### src/rtl/resv_pkg.sv
package resv_pkg;

  // Decoded request class, in precedence order
  typedef enum logic [2:0] {
    RK_IDLE  = 3'd0,
    RK_LOAD  = 3'd1,
    RK_RSV   = 3'd2,
    RK_STORE = 3'd3,
    RK_COND  = 3'd4
  } req_kind_e;

  typedef struct packed {
    logic valid;
    logic rc;
    logic done;
  } resp_t;

endpackage

### src/rtl/resv_classify.sv
module resv_classify
  import resv_pkg::*;
(
  input  logic      vld,
  input  logic      rsv,
  input  logic      st,
  input  logic      cond,
  output req_kind_e kind
);

  // Conditional store outranks ordinary store, which outranks reserve
  always_comb begin
    if (!vld)      kind = RK_IDLE;
    else if (cond) kind = RK_COND;
    else if (st)   kind = RK_STORE;
    else if (rsv)  kind = RK_RSV;
    else           kind = RK_LOAD;
  end

endmodule

### src/rtl/resv_hold.sv
module resv_hold #(
  parameter int TAG_W = 26
) (
  input  logic             clk,
  input  logic             rst_n,
  input  logic             set_en,
  input  logic             clr_en,
  input  logic [TAG_W-1:0] set_tag,
  output logic             hold_valid,
  output logic [TAG_W-1:0] hold_tag
);

  logic             valid_d;
  logic             valid_en;
  logic             tag_en;
  logic [TAG_W-1:0] tag_d;

  // Clearing wins over setting
  always_comb begin
    valid_en = set_en | clr_en;
    valid_d  = set_en & ~clr_en;
    tag_en   = set_en & ~clr_en;
    tag_d    = set_tag;
  end

  always_ff @(posedge clk or negedge rst_n) begin
    if (!rst_n)        hold_valid <= 1'b0;
    else if (valid_en) hold_valid <= valid_d;
  end

  // Line tag is qualified by hold_valid, so it needs no reset
  always_ff @(posedge clk) begin
    if (tag_en) hold_tag <= tag_d;
  end

endmodule

### src/rtl/resv_match.sv
module resv_match #(
  parameter int TAG_W = 26
) (
  input  logic             ref_valid,
  input  logic [TAG_W-1:0] ref_tag,
  input  logic [TAG_W-1:0] cmp_tag,
  output logic             hit
);

  logic [TAG_W-1:0] bit_eq;

  genvar i;
  generate
    for (i = 0; i < TAG_W; i++) begin : g_bit
      assign bit_eq[i] = ~(ref_tag[i] ^ cmp_tag[i]);
    end
  endgenerate

  assign hit = ref_valid & (&bit_eq);

endmodule

### src/rtl/resv_complete.sv
module resv_complete
  import resv_pkg::*;
(
  input  logic      clk,
  input  logic      rst_n,
  input  req_kind_e kind,
  input  logic      fail,
  output resp_t     resp
);

  resp_t resp_d;

  always_comb begin
    resp_d.valid = (kind != RK_IDLE);
    resp_d.rc    = (kind == RK_COND);
    resp_d.done  = (kind == RK_STORE) | ((kind == RK_COND) & ~fail);
  end

  always_ff @(posedge clk or negedge rst_n) begin
    if (!rst_n) resp <= '0;
    else        resp <= resp_d;
  end

endmodule

### src/rtl/resv_tracker.sv
module resv_tracker
  import resv_pkg::*;
#(
  parameter int ADDR_W     = 32,
  parameter int LINE_BYTES = 64
) (
  input  logic              clk,
  input  logic              rst_n,
  input  logic              req_valid,
  input  logic [ADDR_W-1:0] req_addr,
  input  logic              req_reserve,
  input  logic              req_store,
  input  logic              req_cond,
  input  logic              snoop_inval,
  output logic              cancel_store,
  output logic              comp_valid,
  output logic              comp_rc,
  output logic              comp_done
);

  localparam int LINE_LSB = $clog2(LINE_BYTES);
  localparam int TAG_W    = ADDR_W - LINE_LSB;

  req_kind_e        kind;
  logic [TAG_W-1:0] req_tag;
  logic [TAG_W-1:0] hold_tag;
  logic             hold_valid;
  logic             hit;
  logic             cond_fail;
  logic             set_en;
  logic             clr_en;
  resp_t            resp;
  logic             unused_offset;

  assign req_tag       = req_addr[ADDR_W-1:LINE_LSB];
  assign unused_offset = ^req_addr[LINE_LSB-1:0];

  resv_classify u_cls (
    .vld  (req_valid),
    .rsv  (req_reserve),
    .st   (req_store),
    .cond (req_cond),
    .kind (kind)
  );

  resv_match #(.TAG_W(TAG_W)) u_match (
    .ref_valid (hold_valid),
    .ref_tag   (hold_tag),
    .cmp_tag   (req_tag),
    .hit       (hit)
  );

  // An invalidate in the same cycle defeats a matching reservation
  always_comb begin
    cond_fail = (kind == RK_COND) & ~(hit & ~snoop_inval);
    set_en    = (kind == RK_RSV);
    clr_en    = snoop_inval | (kind == RK_COND);
  end

  resv_hold #(.TAG_W(TAG_W)) u_hold (
    .clk        (clk),
    .rst_n      (rst_n),
    .set_en     (set_en),
    .clr_en     (clr_en),
    .set_tag    (req_tag),
    .hold_valid (hold_valid),
    .hold_tag   (hold_tag)
  );

  resv_complete u_cmp (
    .clk   (clk),
    .rst_n (rst_n),
    .kind  (kind),
    .fail  (cond_fail),
    .resp  (resp)
  );

  assign cancel_store = cond_fail;
  assign comp_valid   = resp.valid;
  assign comp_rc      = resp.rc;
  assign comp_done    = resp.done;

endmodule

### config.mk
export PLATFORM = sky130hd
export DESIGN_NAME = resv_tracker
export DESIGN_NICKNAME = d
export VERILOG_FILES = /design/src/rtl/resv_pkg.sv /design/src/rtl/resv_classify.sv /design/src/rtl/resv_hold.sv /design/src/rtl/resv_match.sv /design/src/rtl/resv_complete.sv /design/src/rtl/resv_tracker.sv
export SDC_FILE = /design/constraint.sdc
export NUM_CORES = 1
export LEC_CHECK = 0
export BUFFER_PORTS_ARGS = -buffer_cell sky130_fd_sc_hd__buf_2
export CELL_PAD_IN_SITES_DETAIL_PLACEMENT = 0
export CELL_PAD_IN_SITES_GLOBAL_PLACEMENT = 2
export CORE_ASPECT_RATIO = 0.75
export CORE_UTILIZATION = 29
export CTS_BUF_LIST = sky130_fd_sc_hd__clkbuf_16
export CTS_CLUSTER_DIAMETER = 100
export DETAILED_ROUTE_END_ITERATION = 16
export PLACE_DENSITY_LB_ADDON = 0.1
export SYNTH_ARGS = -nofsm -noshare
export SYNTH_HDL_FRONTEND = slang
export SYNTH_HIERARCHICAL = 1
export SYNTH_SLANG_ARGS = --single-unit
export TNS_END_PERCENT = 1
### constraint.sdc
create_clock -name clk -period 2.4 [get_ports clk]
set_clock_uncertainty 0.1 [all_clocks]
set_input_delay 0.6 -clock clk [delete_from_list [all_inputs] [get_ports clk]]
set_output_delay 0.6 -clock clk [all_outputs]
set_load 0.1 [all_outputs]
==> results.md <==
- Slew of the pin with the lowest slew margin: 484 ps
- Ant diodes: 0
- Peak VDD IR: 0.341 mV
- I/O pin total: 43
- Clk root buf: sky130_fd_sc_hd__clkbuf_16
- Crit path launch type: input port
- Number of hold-slack violations in the final timing report: 0
- Placed wire-length estimate after detailed placement: 1.72 mm
- Count of filler cells inserted in the layout: 396
- Congestion Overflow GR: 0
- Floorplan die height: 60.0 microns
- Run status: finished, violations left
- Clock latency of the later-clocked register in the worst-skew pair: 270 ps
- Reported leakage power: 0.000723 uW
- Number of antenna violations at the first check in global routing: 0
- Cell chain of the critical path: buf_4, xnor2_2, nand4_1, or4_4, nor4_4, nand2b_1, and3_4, buf_12
- Mean instance size in the synthesized netlist: 15.6 sq um
- Synth Instances: 83
- Total clock buffers created by CTS: 5
- Maximum number of pins on one net before global-route repair: 27
- Area overhead of the layout relative to synthesis: 41.6%
- Number of H-tree levels: 2
- Post-route minimum period: 2800 ps
- MaxCap Viol Count: 0
- Total clock sinks: 30
- Setup repair after global routing missed its margin: yes
- Cell total after placement: 177
- Worst setup margin: -401 ps
- Number of buffers added on ports: 36
- Initial core utilization: 31.1%
- Combined buffer and inverter count along the critical path: 2
- Nets in the synthesized netlist: 122
- Total Routing Usage GR: 10.9%
- Final worst hold slack: 27.0 ps
- Placement row count: 20
- Number of iterations in the first detailed-routing pass: 4
- Drt via density: 4.30
- Nets: 168
- Clk buf depth: 2
- Avg WL per Cell: 12.2 microns
- Total detailed-routing wirelength: 2.25 mm
- Total number of vias: 796
- CTS tree: done
- Number of distinct library cells after synthesis: 23
- R2r worst-path depth: 8
- Largest stage delay on the critical path: 570 ps
- Count of pins over their slew limit: 0
- Drt drc: 0
- Worst EP arrival: 2100 ps
- Top Family by Delay on Critical Path: simple AND/OR/NAND/NOR gates
- Top achievable clock speed: 0.357 GHz
- Number of gates on the worst path with buffers counted: 8
- Max Fanout on Critical Path: 2
- Worst setup slack after placement: -603 ps
- Power after layout: 1330 uW
- Area used by multi-input combinational logic: 505 sq um
- Part of the Yosys area used for sequential elements: 67.8%
- Flip-flop and latch area: 881 sq um
- Total of warnings raised by yosys: 6
- Fraction of layout instances using a drive strength above 1: 50.0%
- Post CTS Setup Buffer Count: 0
- FF+latch count, synth: 30
- Clock-pin slew of the registers on the worst-case setup and hold paths: 50 ps
- CP Data Required Time: 1700 ps
- Die outline area: 4750 sq um
- Total Neg Setup Slack: -401 ps
- Die X-Extent: 79.3 microns
- Worst hold path class: input port to asynchronous set/reset pin
- Number of global-route vias before repair: 784
- Worst Path Class, Setup: input port to primary output
- First-pass GRT wire length: 3.64 mm
- Non-filler instance count after layout: 185
- Power density over the cells: 722 nW/um^2
- Final-report setup violation count: 1
- Netlist area before placement: 1300 sq um
- Cell with the largest stage delay on the worst path: sky130_fd_sc_hd__or4_4
- Worst slew margin: 68.0%
- Detail Route Antenna Nets: 0
- Final critical-path share of the clock period: 117%
- Floorplan core area: 4180 sq um
- Weighted congestion reported at the end of routability-driven placement: 0.642
- Violated checks: negative setup slack
- Initial detailed-routing violation count: 20
- Type of element capturing the critical path: primary output
[path summary, 6_finish.rpt]
path | from | end | slack [ps]
hold / removal | rst_n | u_hold/hold_valid | 30
setup reg to reg | u_hold/hold_tag[2] | u_cmp/resp[0] | 420
min in group clk | req_addr[6] | u_hold/hold_tag[0] | 410
max in group asynchronous | rst_n | u_cmp/resp[1] | 2060
hold reg to reg | u_hold/hold_valid | u_hold/hold_valid | 500
setup / recovery | req_addr[16] | cancel_store | -400
[Yosys cell counts, drive strengths merged]
| library cell | instances | area share, % |
|---|---|---|
| nor2b | 1 | 0.48 |
| nand4 | 6 | 2.9 |
| o2bb2ai | 1 | 0.67 |
| a21o | 1 | 0.67 |
| or3 | 1 | 0.48 |
| a21oi | 1 | 0.67 |
| xnor2 | 26 | 18 |
| nor3b | 2 | 1.5 |
| or4 | 1 | 0.58 |
| dfrtp | 4 | 7.7 |
| nand2 | 1 | 0.29 |
| o21ba | 1 | 0.77 |
| nand2b | 2 | 1.5 |
| nor2 | 3 | 1.1 |
| edfxtp | 26 | 60 |
| and3 | 1 | 0.48 |
| nor4 | 1 | 0.96 |
| nand3 | 1 | 0.38 |
| and2 | 1 | 0.58 |
| inv | 2 | 0.58 |
[cell type report]
cell class | count | share of cell area [%]
Timing Repair Buffer | 39 | 13.0
Multi-Input combinational cell | 51 | 27.5
Clock inverter | 3 | 0.680
Sequential cell | 30 | 47.9
Inverter | 2 | 0.408
Tap cell | 55 | 3.74
Clock buffer | 5 | 6.80
[layout by cell type (no fill, tap or decap), types with 2 or more instances in the layout]
cell                         n
sky130_fd_sc_hd__buf_2      33
sky130_fd_sc_hd__edfxtp_1   26
sky130_fd_sc_hd__xnor2_1    16
sky130_fd_sc_hd__xnor2_2    10
sky130_fd_sc_hd__nand4_1     6
sky130_fd_sc_hd__clkbuf_16   5
sky130_fd_sc_hd__dfrtp_1     4
sky130_fd_sc_hd__inv_1       3
sky130_fd_sc_hd__buf_4       3
sky130_fd_sc_hd__nor2_1      2
sky130_fd_sc_hd__buf_12      2
[what timing repair did]
item | 4_1_cts | 5_1_grt
endpoints found under the hold margin | 0 | 0
gates cloned | 0 | 0
hold buffers | 0 | 0
pin swaps | 1 | 2
endpoints found under the setup margin | 1 | 1
gates resized for setup | 6 | 6
[power by group]
group | switching (uW) | internal, uW
logic | 86.0 | 72.1
registers | 8.79 | 589
clock network | 200 | 373
[flip-flops by register name (all words and copies together), names as in the netlist]
name               flops
u_hold/hold_tag       26
u_cmp/resp             3
u_hold/hold_valid      1
[through the flow]
step                area [sq um]  utilization, %
floorplan                   1360               -
CTS                         1810            43.3
detailed placement          1640            39.3
global route                1840            44.0
global placement            1640            39.3
finish                      1840            44.0
[cells by family after synthesis]
group | after synthesis | share of synthesized area, %
buf+inv | 2 | 0.578
flops | 30 | 67.8
simple gates | 21 | 11.3
xor+xnor | 26 | 17.5
compound gates | 4 | 2.79
[metal layers]
layer | vias to the layer above | wire, microns | GRT usage, %
li1 | 396 | - | -
met1 | 373 | 1050 | 14.1
met2 | 22 | 1050 | 15.5
met3 | 5 | 126 | 4.27
met4 | 0 | 32 | 6.23
met5 | - | 0 | 0
No activity file was read; power rests on OpenSTA's default activity.
